==> config.mk <==
export PLATFORM = sky130hd
export DESIGN_NAME = intr_redirect
export DESIGN_NICKNAME = d
export VERILOG_FILES = /design/src/rtl/intr_redirect_pkg.sv /design/src/rtl/intr_pin_sync.sv /design/src/rtl/intr_route_entry.sv /design/src/rtl/intr_pick_lowest.sv /design/src/rtl/intr_redirect.sv
export SDC_FILE = /design/constraint.sdc
export NUM_CORES = 2
export LEC_CHECK = 0
export CORE_MARGIN = 4
export CORE_UTILIZATION = 42
export CTS_BUF_LIST = sky130_fd_sc_hd__clkbuf_8
export CTS_CLUSTER_DIAMETER = 80
export DETAILED_ROUTE_END_ITERATION = 8
export SETUP_SLACK_MARGIN = 0.2
export SLEW_MARGIN = 25
export SYNTH_ARGS = -nofsm -noshare
export SYNTH_HDL_FRONTEND = slang
export SYNTH_SLANG_ARGS = --single-unit
==> constraint.sdc <==
create_clock -name clk -period 5.4 [get_ports clk]
set_clock_uncertainty 0.05 [all_clocks]
set_input_delay 0.81 -clock clk [delete_from_list [all_inputs] [get_ports clk]]
set_output_delay 0.81 -clock clk [all_outputs]
set_load 0.05 [all_outputs]
==> src/rtl/intr_redirect_pkg.sv <==
package intr_redirect_pkg;

    typedef enum logic [1:0] {
        ENT_IDLE      = 2'd0,
        ENT_PENDING   = 2'd1,
        ENT_AWAIT_EOI = 2'd2
    } ent_state_t;

    typedef struct packed {
        logic [7:0] dest;
        logic       mask;
        logic       level_trig;
        logic       active_low;
        logic       logical;
        logic [2:0] mode;
        logic [7:0] vector;
    } ent_cfg_t;

    localparam logic [2:0] MODE_NMI  = 3'b100;
    localparam logic [2:0] MODE_INIT = 3'b101;

    // NMI and INIT are forced to edge behaviour whatever the trigger bit says
    function automatic logic is_level_mode(input ent_cfg_t c);
        return c.level_trig && (c.mode != MODE_NMI) && (c.mode != MODE_INIT);
    endfunction

endpackage

==> src/rtl/intr_pin_sync.sv <==
module intr_pin_sync #(
    parameter int STAGES = 2
) (
    input  logic clk,
    input  logic rst_n,
    input  logic pin_raw,
    input  logic active_low,
    output logic lvl,
    output logic rise
);
    logic [STAGES-1:0] chain_q;
    logic              prev_q;

    always_ff @(posedge clk or negedge rst_n) begin
        if (!rst_n) begin
            chain_q <= '0;
            prev_q  <= 1'b0;
        end else begin
            chain_q <= {chain_q[STAGES-2:0], pin_raw};
            prev_q  <= lvl;
        end
    end

    assign lvl  = chain_q[STAGES-1] ^ active_low;
    assign rise = lvl & ~prev_q;

endmodule

==> src/rtl/intr_route_entry.sv <==
module intr_route_entry
    import intr_redirect_pkg::*;
(
    input  logic        clk,
    input  logic        rst_n,
    input  logic        wr_lo,
    input  logic        wr_hi,
    input  logic [31:0] wdata,
    input  logic        lvl,
    input  logic        rise,
    input  logic        grant,
    input  logic        eoi_valid,
    input  logic [7:0]  eoi_vector,
    output ent_cfg_t    cfg,
    output logic        req,
    output logic        pending,
    output logic        remote_irr
);
    ent_state_t state_q, state_d;
    ent_cfg_t   cfg_q;
    logic       lvl_mode;
    logic       eoi_hit;
    logic       unused_wbits;

    assign unused_wbits = ^{wdata[23:17], wdata[14], wdata[12]};
    assign lvl_mode     = is_level_mode(cfg_q);
    assign eoi_hit      = eoi_valid && (eoi_vector == cfg_q.vector);

    // configuration words
    always_ff @(posedge clk or negedge rst_n) begin
        if (!rst_n) begin
            cfg_q      <= '0;
            cfg_q.mask <= 1'b1;
        end else begin
            if (wr_lo) begin
                cfg_q.vector     <= wdata[7:0];
                cfg_q.mode       <= wdata[10:8];
                cfg_q.logical    <= wdata[11];
                cfg_q.active_low <= wdata[13];
                cfg_q.level_trig <= wdata[15];
                cfg_q.mask       <= wdata[16];
            end
            if (wr_hi) begin
                cfg_q.dest <= wdata[31:24];
            end
        end
    end

    // state register
    always_ff @(posedge clk or negedge rst_n) begin
        if (!rst_n) state_q <= ENT_IDLE;
        else        state_q <= state_d;
    end

    // next state
    always_comb begin
        state_d = state_q;
        unique case (state_q)
            ENT_IDLE: begin
                if (!cfg_q.mask && (lvl_mode ? lvl : rise)) state_d = ENT_PENDING;      // trigger
            end
            ENT_PENDING: begin
                if (grant)     state_d = lvl_mode ? ENT_AWAIT_EOI : ENT_IDLE;           // send_level / send_edge
                else if (!req) state_d = ENT_IDLE;                                       // cancel
            end
            ENT_AWAIT_EOI: begin
                if (eoi_hit) state_d = ENT_IDLE;                                         // eoi_match
            end
            default: state_d = ENT_IDLE;
        endcase
    end

    // outputs
    always_comb begin
        cfg        = cfg_q;
        pending    = (state_q == ENT_PENDING);
        remote_irr = (state_q == ENT_AWAIT_EOI);
        req        = pending && !cfg_q.mask && (!lvl_mode || lvl);
    end

    assert_grant_leaves_R5: assert property (@(posedge clk) disable iff (!rst_n)
        grant |=> state_q != ENT_PENDING);

    assert_masked_stays_idle_R7: assert property (@(posedge clk) disable iff (!rst_n)
        (state_q == ENT_IDLE && cfg_q.mask) |=> state_q == ENT_IDLE);

    assert_await_from_level_grant_R8: assert property (@(posedge clk) disable iff (!rst_n)
        $rose(state_q == ENT_AWAIT_EOI) |-> ($past(grant) && $past(lvl_mode)));

    assert_await_holds_R9: assert property (@(posedge clk) disable iff (!rst_n)
        (state_q == ENT_AWAIT_EOI && !eoi_hit) |=> state_q == ENT_AWAIT_EOI);

    assert_eoi_same_cycle_R12: assert property (@(posedge clk) disable iff (!rst_n)
        (grant && lvl_mode && eoi_hit) |=> state_q == ENT_AWAIT_EOI);

endmodule

==> src/rtl/intr_pick_lowest.sv <==
module intr_pick_lowest #(
    parameter int N     = 24,
    parameter int SEL_W = 5
) (
    input  logic [N-1:0]     req,
    input  logic             ready,
    output logic             any,
    output logic [SEL_W-1:0] sel,
    output logic [N-1:0]     grant
);
    always_comb begin
        sel = '0;
        for (int i = N - 1; i >= 0; i--) begin
            if (req[i]) sel = SEL_W'(i);
        end
    end

    assign any = |req;

    always_comb begin
        grant = '0;
        for (int i = 0; i < N; i++) begin
            if (ready && any && (sel == SEL_W'(i))) grant[i] = 1'b1;
        end
    end

endmodule

==> src/rtl/intr_redirect.sv <==
module intr_redirect
    import intr_redirect_pkg::*;
#(
    parameter int         NUM_PINS    = 24,
    parameter int         SYNC_STAGES = 2,
    parameter logic [7:0] VERSION     = 8'h11
) (
    input  logic                clk,
    input  logic                rst_n,
    input  logic                acc_wr,
    input  logic [7:0]          acc_addr,
    input  logic [31:0]         acc_wdata,
    output logic [31:0]         acc_rdata,
    input  logic [NUM_PINS-1:0] irq_pin,
    input  logic                eoi_valid,
    input  logic [7:0]          eoi_vector,
    output logic                msg_valid,
    input  logic                msg_ready,
    output logic [7:0]          msg_vector,
    output logic [2:0]          msg_mode,
    output logic                msg_logical,
    output logic [7:0]          msg_dest,
    output logic                msg_level
);
    localparam logic [7:0] OFS_INDEX    = 8'h00;
    localparam logic [7:0] OFS_WINDOW   = 8'h10;
    localparam logic [7:0] IDX_ID       = 8'h00;
    localparam logic [7:0] IDX_VER      = 8'h01;
    localparam logic [7:0] IDX_ARB      = 8'h02;
    localparam logic [7:0] IDX_ENT_BASE = 8'h10;
    localparam int         ENT_LIMIT    = 16 + 2 * NUM_PINS;
    localparam int         SEL_W        = (NUM_PINS > 1) ? $clog2(NUM_PINS) : 1;
    localparam logic [7:0] MAX_ENTRY    = 8'(NUM_PINS - 1);

    logic [7:0]          index_q;
    logic [3:0]          id_q;
    logic                win_hit;
    logic                in_range;
    logic [7:0]          ent_num;
    logic [NUM_PINS-1:0] wr_lo, wr_hi;
    logic [NUM_PINS-1:0] pin_lvl, pin_rise;
    logic [NUM_PINS-1:0] req, pend, rirr, grant;
    ent_cfg_t            cfg [NUM_PINS];
    logic [SEL_W-1:0]    sel;
    logic                any_req;
    logic [31:0]         ent_lo, ent_hi, win_rd;

    assign win_hit  = (acc_addr == OFS_WINDOW);
    assign in_range = (index_q >= IDX_ENT_BASE) && (int'(index_q) < ENT_LIMIT);
    assign ent_num  = (index_q - IDX_ENT_BASE) >> 1;

    always_ff @(posedge clk or negedge rst_n) begin
        if (!rst_n) begin
            index_q <= '0;
            id_q    <= '0;
        end else if (acc_wr) begin
            if (acc_addr == OFS_INDEX) index_q <= acc_wdata[7:0];
            if (win_hit && index_q == IDX_ID) id_q <= acc_wdata[27:24];
        end
    end

    for (genvar i = 0; i < NUM_PINS; i++) begin : g_ent
        assign wr_lo[i] = acc_wr && win_hit && in_range && (ent_num == 8'(i)) && !index_q[0];
        assign wr_hi[i] = acc_wr && win_hit && in_range && (ent_num == 8'(i)) &&  index_q[0];

        intr_pin_sync #(.STAGES(SYNC_STAGES)) u_sync (
            .clk        (clk),
            .rst_n      (rst_n),
            .pin_raw    (irq_pin[i]),
            .active_low (cfg[i].active_low),
            .lvl        (pin_lvl[i]),
            .rise       (pin_rise[i])
        );

        intr_route_entry u_entry (
            .clk        (clk),
            .rst_n      (rst_n),
            .wr_lo      (wr_lo[i]),
            .wr_hi      (wr_hi[i]),
            .wdata      (acc_wdata),
            .lvl        (pin_lvl[i]),
            .rise       (pin_rise[i]),
            .grant      (grant[i]),
            .eoi_valid  (eoi_valid),
            .eoi_vector (eoi_vector),
            .cfg        (cfg[i]),
            .req        (req[i]),
            .pending    (pend[i]),
            .remote_irr (rirr[i])
        );
    end

    intr_pick_lowest #(.N(NUM_PINS), .SEL_W(SEL_W)) u_pick (
        .req   (req),
        .ready (msg_ready),
        .any   (any_req),
        .sel   (sel),
        .grant (grant)
    );

    // entry word read-back
    always_comb begin
        ent_lo = '0;
        ent_hi = '0;
        for (int i = 0; i < NUM_PINS; i++) begin
            if (ent_num == 8'(i)) begin
                ent_lo = {15'b0, cfg[i].mask, cfg[i].level_trig, rirr[i], cfg[i].active_low,
                          pend[i], cfg[i].logical, cfg[i].mode, cfg[i].vector};
                ent_hi = {cfg[i].dest, 24'b0};
            end
        end
    end

    always_comb begin
        win_rd = '0;
        if (index_q == IDX_ID || index_q == IDX_ARB) win_rd = {4'b0, id_q, 24'b0};
        else if (index_q == IDX_VER)                 win_rd = {8'b0, MAX_ENTRY, 8'b0, VERSION};
        else if (in_range)                           win_rd = index_q[0] ? ent_hi : ent_lo;
    end

    always_comb begin
        acc_rdata = '0;
        if (acc_addr == OFS_INDEX) acc_rdata = {24'b0, index_q};
        else if (win_hit)          acc_rdata = win_rd;
    end

    // message mux
    always_comb begin
        msg_valid   = any_req;
        msg_vector  = '0;
        msg_mode    = '0;
        msg_logical = 1'b0;
        msg_dest    = '0;
        msg_level   = 1'b0;
        for (int i = 0; i < NUM_PINS; i++) begin
            if (any_req && sel == SEL_W'(i)) begin
                msg_vector  = cfg[i].vector;
                msg_mode    = cfg[i].mode;
                msg_logical = cfg[i].logical;
                msg_dest    = cfg[i].dest;
                msg_level   = is_level_mode(cfg[i]);
            end
        end
    end

    assert_grant_onehot_R6: assert property (@(posedge clk) disable iff (!rst_n)
        $onehot0(grant));

    assert_grant_needs_handshake_R5: assert property (@(posedge clk) disable iff (!rst_n)
        (|grant) |-> (msg_valid && msg_ready));

endmodule

==> metrics.md <==
| Metric | Value |
|---|---|
| Status | `complete, but fails checks` |
| Violated checks | `setup timing` |
| Met1 Usage GRT | `43.52%` |
| Clock Sink Count | `684` |
| Worst vdd ir | `0.2129 mV` |
| DRT Wirelength | `155200 um` |
| Slew Limit Fails | `0` |
| Worst-path clk slew | `70 ps` |
| Ant. Diodes | `0` |
| Final Net Count | `4000` |
| Pre-antenna DRT Iters | `6` |
| Critical Path RT | `4540 ps` |
| Fin crit share | `103.3%` |
| Hold WC Path Type | `in2async` |
| Async S/R FF share, synth | `100.0%` |
| Antenna-violating nets left | `0` |
| Initial drt markers | `4330` |
| Max_cap viols | `0` |
| I/O Pins | `131` |
| Register area | `17160 um2` |
| P_leak | `20.85 nW` |
| Net switching power | `5.531 mW` |
| Setup crit start kind | `flip-flop` |
| Max Freq | `0.1793 GHz` |
| Hold-fix buffers, CTS | `0` |
| Fin util | `52.50%` |
| Via/cell ratio | `6.494` |
| Seq cells post-synth | `684` |
| # setup viols final | `14` |
| GRT Util Overall | `31.68%` |
| Core footprint | `88920 um2` |
| CP Max Fanout | `5` |
| Final HPWL DP | `108600 um` |
| CP top delay family | `simple AND/OR/NAND/NOR gates` |
| Die Y-Extent | `308.2 um` |
| CP Cell Sequence | `xor2_2 -> o311a_4 -> or4_4 -> or4b_4 -> or3_4 -> a21oi_1 -> buf_4 -> o21a_1 -> a311o_1 -> o211ai_1 -> a21oi_2 -> buf_4 -> buf_12` |
| Worst Path Buf+Inv | `3` |
| RePlAce Congestion | `0.9701` |
| Largest net degree at the start of global routing | `118` |
| Inserted Clock Buffers | `119` |
| Netlist cell types | `79` |
| Vias in the first global route | `33070` |
| Multi-input logic area | `20590 um2` |
| Inst Count DP | `4876` |
| Rows | `109` |
| Number of enable flip-flop cells after synthesis | `0` |
| Area Growth Syn to Fin | `23.37%` |
| Seq/Total Area, Yosys | `45.31%` |
| Cells after Synth | `3590` |
| Final hold vios | `0` |
| Per-cell routed wire length | `29.95 um` |
| Worst hold margin | `34.24 ps` |
| Drc violations | `0` |
| Via Count | `33650` |
| CTS H-tree depth | `3` |
| Crit path arrival time | `4720 ps` |
| Clock Latency Late Sink | `820 ps` |
| PwrDens | `323.2 nW/um2` |
| First-pass GRT wire length | `223400 um` |
| Clock buffer depth | `3` |
| Remaining global-route overflow | `0` |
| Die width | `308.2 um` |
| Setup crit end kind | `primary output` |
| Pre-CTS setup slack | `246.2 ps` |
| Warnings from Yosys | `0` |
| GR Layer Usage met2 | `46.77%` |
| Critical path type | `reg2out` |
| Grt met3 use | `8.728%` |
| Combinational share of power | `32.3%` |
| Layer carrying the most global-route usage | `met2` |
| Die area | `94970 um2` |
| Switch share | `36.65%` |
| Fin area | `46690 um2` |
| Post-route setup TNS | `-818.8 ps` |
| Most frequent cells in the layout | `dfrtp_1, mux2_2, nand2_1` |
| Slowest-stage cell, CP | `or4_4` |
| Mapped Area | `37840 um2` |
| Initial cell density of the core | `42.56%` |
| I/O Buffers | `117` |
| Most common library cell in the layout ignoring fill and taps | `dfrtp_1` |
| Main synth FF type | `dfrtp_1` |
| CP dominant cell by count | `buf_4` |
| Syn avg cell area | `10.54 um2` |
| Clock Tree Root | `clkbuf_8` |
| CTS tree | `yes` |
| Dpl cell area | `42140 um2` |
| Slew HR | `23.49%` |
| RSZ-0062 raised after global routing | `yes` |
| Max incr delay on CP | `580 ps` |
| Layout cells sized above 1 | `33.81%` |
| Final min period | `5578 ps` |
| Clock network power share | `32.6%` |
| Worst-Margin Slew | `1144 ps` |
| Sequential fraction of design power | `35.1%` |
| # fillers | `8014` |
| Initial antenna violation count | `3` |
| Cell Int Power | `9.560 mW` |
| Final non-filler cell total | `5182` |
| Post-route setup slack | `-178.2 ps` |
| Pwr Total | `15.09 mW` |
## routing by layer
layer	vias up	share of wire (%)
met5	-	0.070
met4	6	5.5
met3	505	12
met2	2067	43
met1	17000	40
li1	14080	-
## synthesized netlist by cell type, drive strengths merged, types with 10 or more instances
master	number	area [um2]
dfrtp	660	16520
mux2	549	6182
nand2	320	1201
clkbuf	209	784.5
o21ai	194	970.9
nor2	177	666.9
xor2	168	1471
a21oi	156	784.5
nand3	111	555.5
inv	68	255.2
mux2i	58	580.6
nor3	57	306.5
nand2b	52	332.8
xnor2	51	446.7
nor4	50	312.8
o22ai	47	294.0
buf	46	230.2
a22oi	41	307.8
a221o	40	400.4
a221oi	37	324.1
a31oi	35	219.0
o221ai	30	262.8
a211oi	28	210.2
mux4	28	630.6
nor2b	26	162.7
o211ai	25	187.7
dfstp	24	630.6
nand4	22	137.6
a222oi	20	200.2
a32o	19	190.2
a32oi	18	187.7
and3	17	106.4
a311oi	16	140.1
o2111ai	16	140.1
o311a	15	150.1
o32ai	15	131.4
o31ai	14	105.1
a21o	11	82.58
o22a	11	96.34
nand3b	10	75.07
## final cells by class
type	instances	area share, %
clock buffers	149	4.392
clock inverters	69	0.8227
inverters	68	0.5467
multi-input cells	2589	44.10
flip-flops and latches	684	36.75
well taps	1165	3.122
repair buffers	458	10.26
## cell families (layout without fill, tap and decap cells)
kind of cell / Yosys count / in the layout / share of synthesized area [%]
multiplexers: 635 / 635 / 19.54
AND/OR/NAND/NOR: 866 / 868 / 10.66
XOR/XNOR: 219 / 219 / 5.069
buffers and inverters: 323 / 744 / 3.356
adder cells (fa/ha/maj): 3 / 3 / 0.09920
AO/OA/AOI/OAI: 859 / 860 / 15.96
other: 1 / 4 / 0.009909
flip-flops: 684 / 684 / 45.31
## power groups by stage
| stage | registers, mW | logic [mW] | clock network [mW] |
|---|---|---|---|
| after CTS | 5.30 | 4.46 | 4.97 |
| final | 5.30 | 4.87 | 4.92 |
| after global placement | 5.38 | 4.04 | 0 |
| after global routing | 5.31 | 4.94 | 5.21 |
| after floorplan | 5.35 | 1.93 | 0 |
| after detailed placement | 5.38 | 4.03 | 0 |
## state kept, by name, summed over array words and instances, names as in the netlist
| name | cells |
|---|---|
| g_ent.u_entry.cfg | 552 |
| g_ent.u_entry.state_q | 48 |
| id_q | 4 |
| g_ent.u_sync.chain_q | 48 |
| index_q | 8 |
| g_ent.u_sync.prev_q | 24 |
## final timing paths
check	startpoint	to	slack (ps)	depth (start not counted)
max in group asynchronous	rst_n	g_ent[0].u_sync.chain_q[0]	3920	2
worst min register to register	g_ent[13].u_sync.chain_q[0]	g_ent[13].u_sync.chain_q[1]	260	0
worst max-delay path	g_ent[3].u_entry.cfg[12]	msg_level	-180	13
worst min-delay path	rst_n	g_ent[17].u_entry.cfg[18]	30	1
worst max register to register	index_q[1]	g_ent[17].u_entry.cfg[9]	1500	8
min in group clk	g_ent[13].u_sync.chain_q[0]	g_ent[13].u_sync.chain_q[1]	260	0
## repair_timing
item	CTS	global route
setup buffers	56	21
gates cloned	8	3
pin swaps	43	41
gates resized for setup	154	94
setup endpoints to repair	44	42
(Power assumes the default switching activity.)
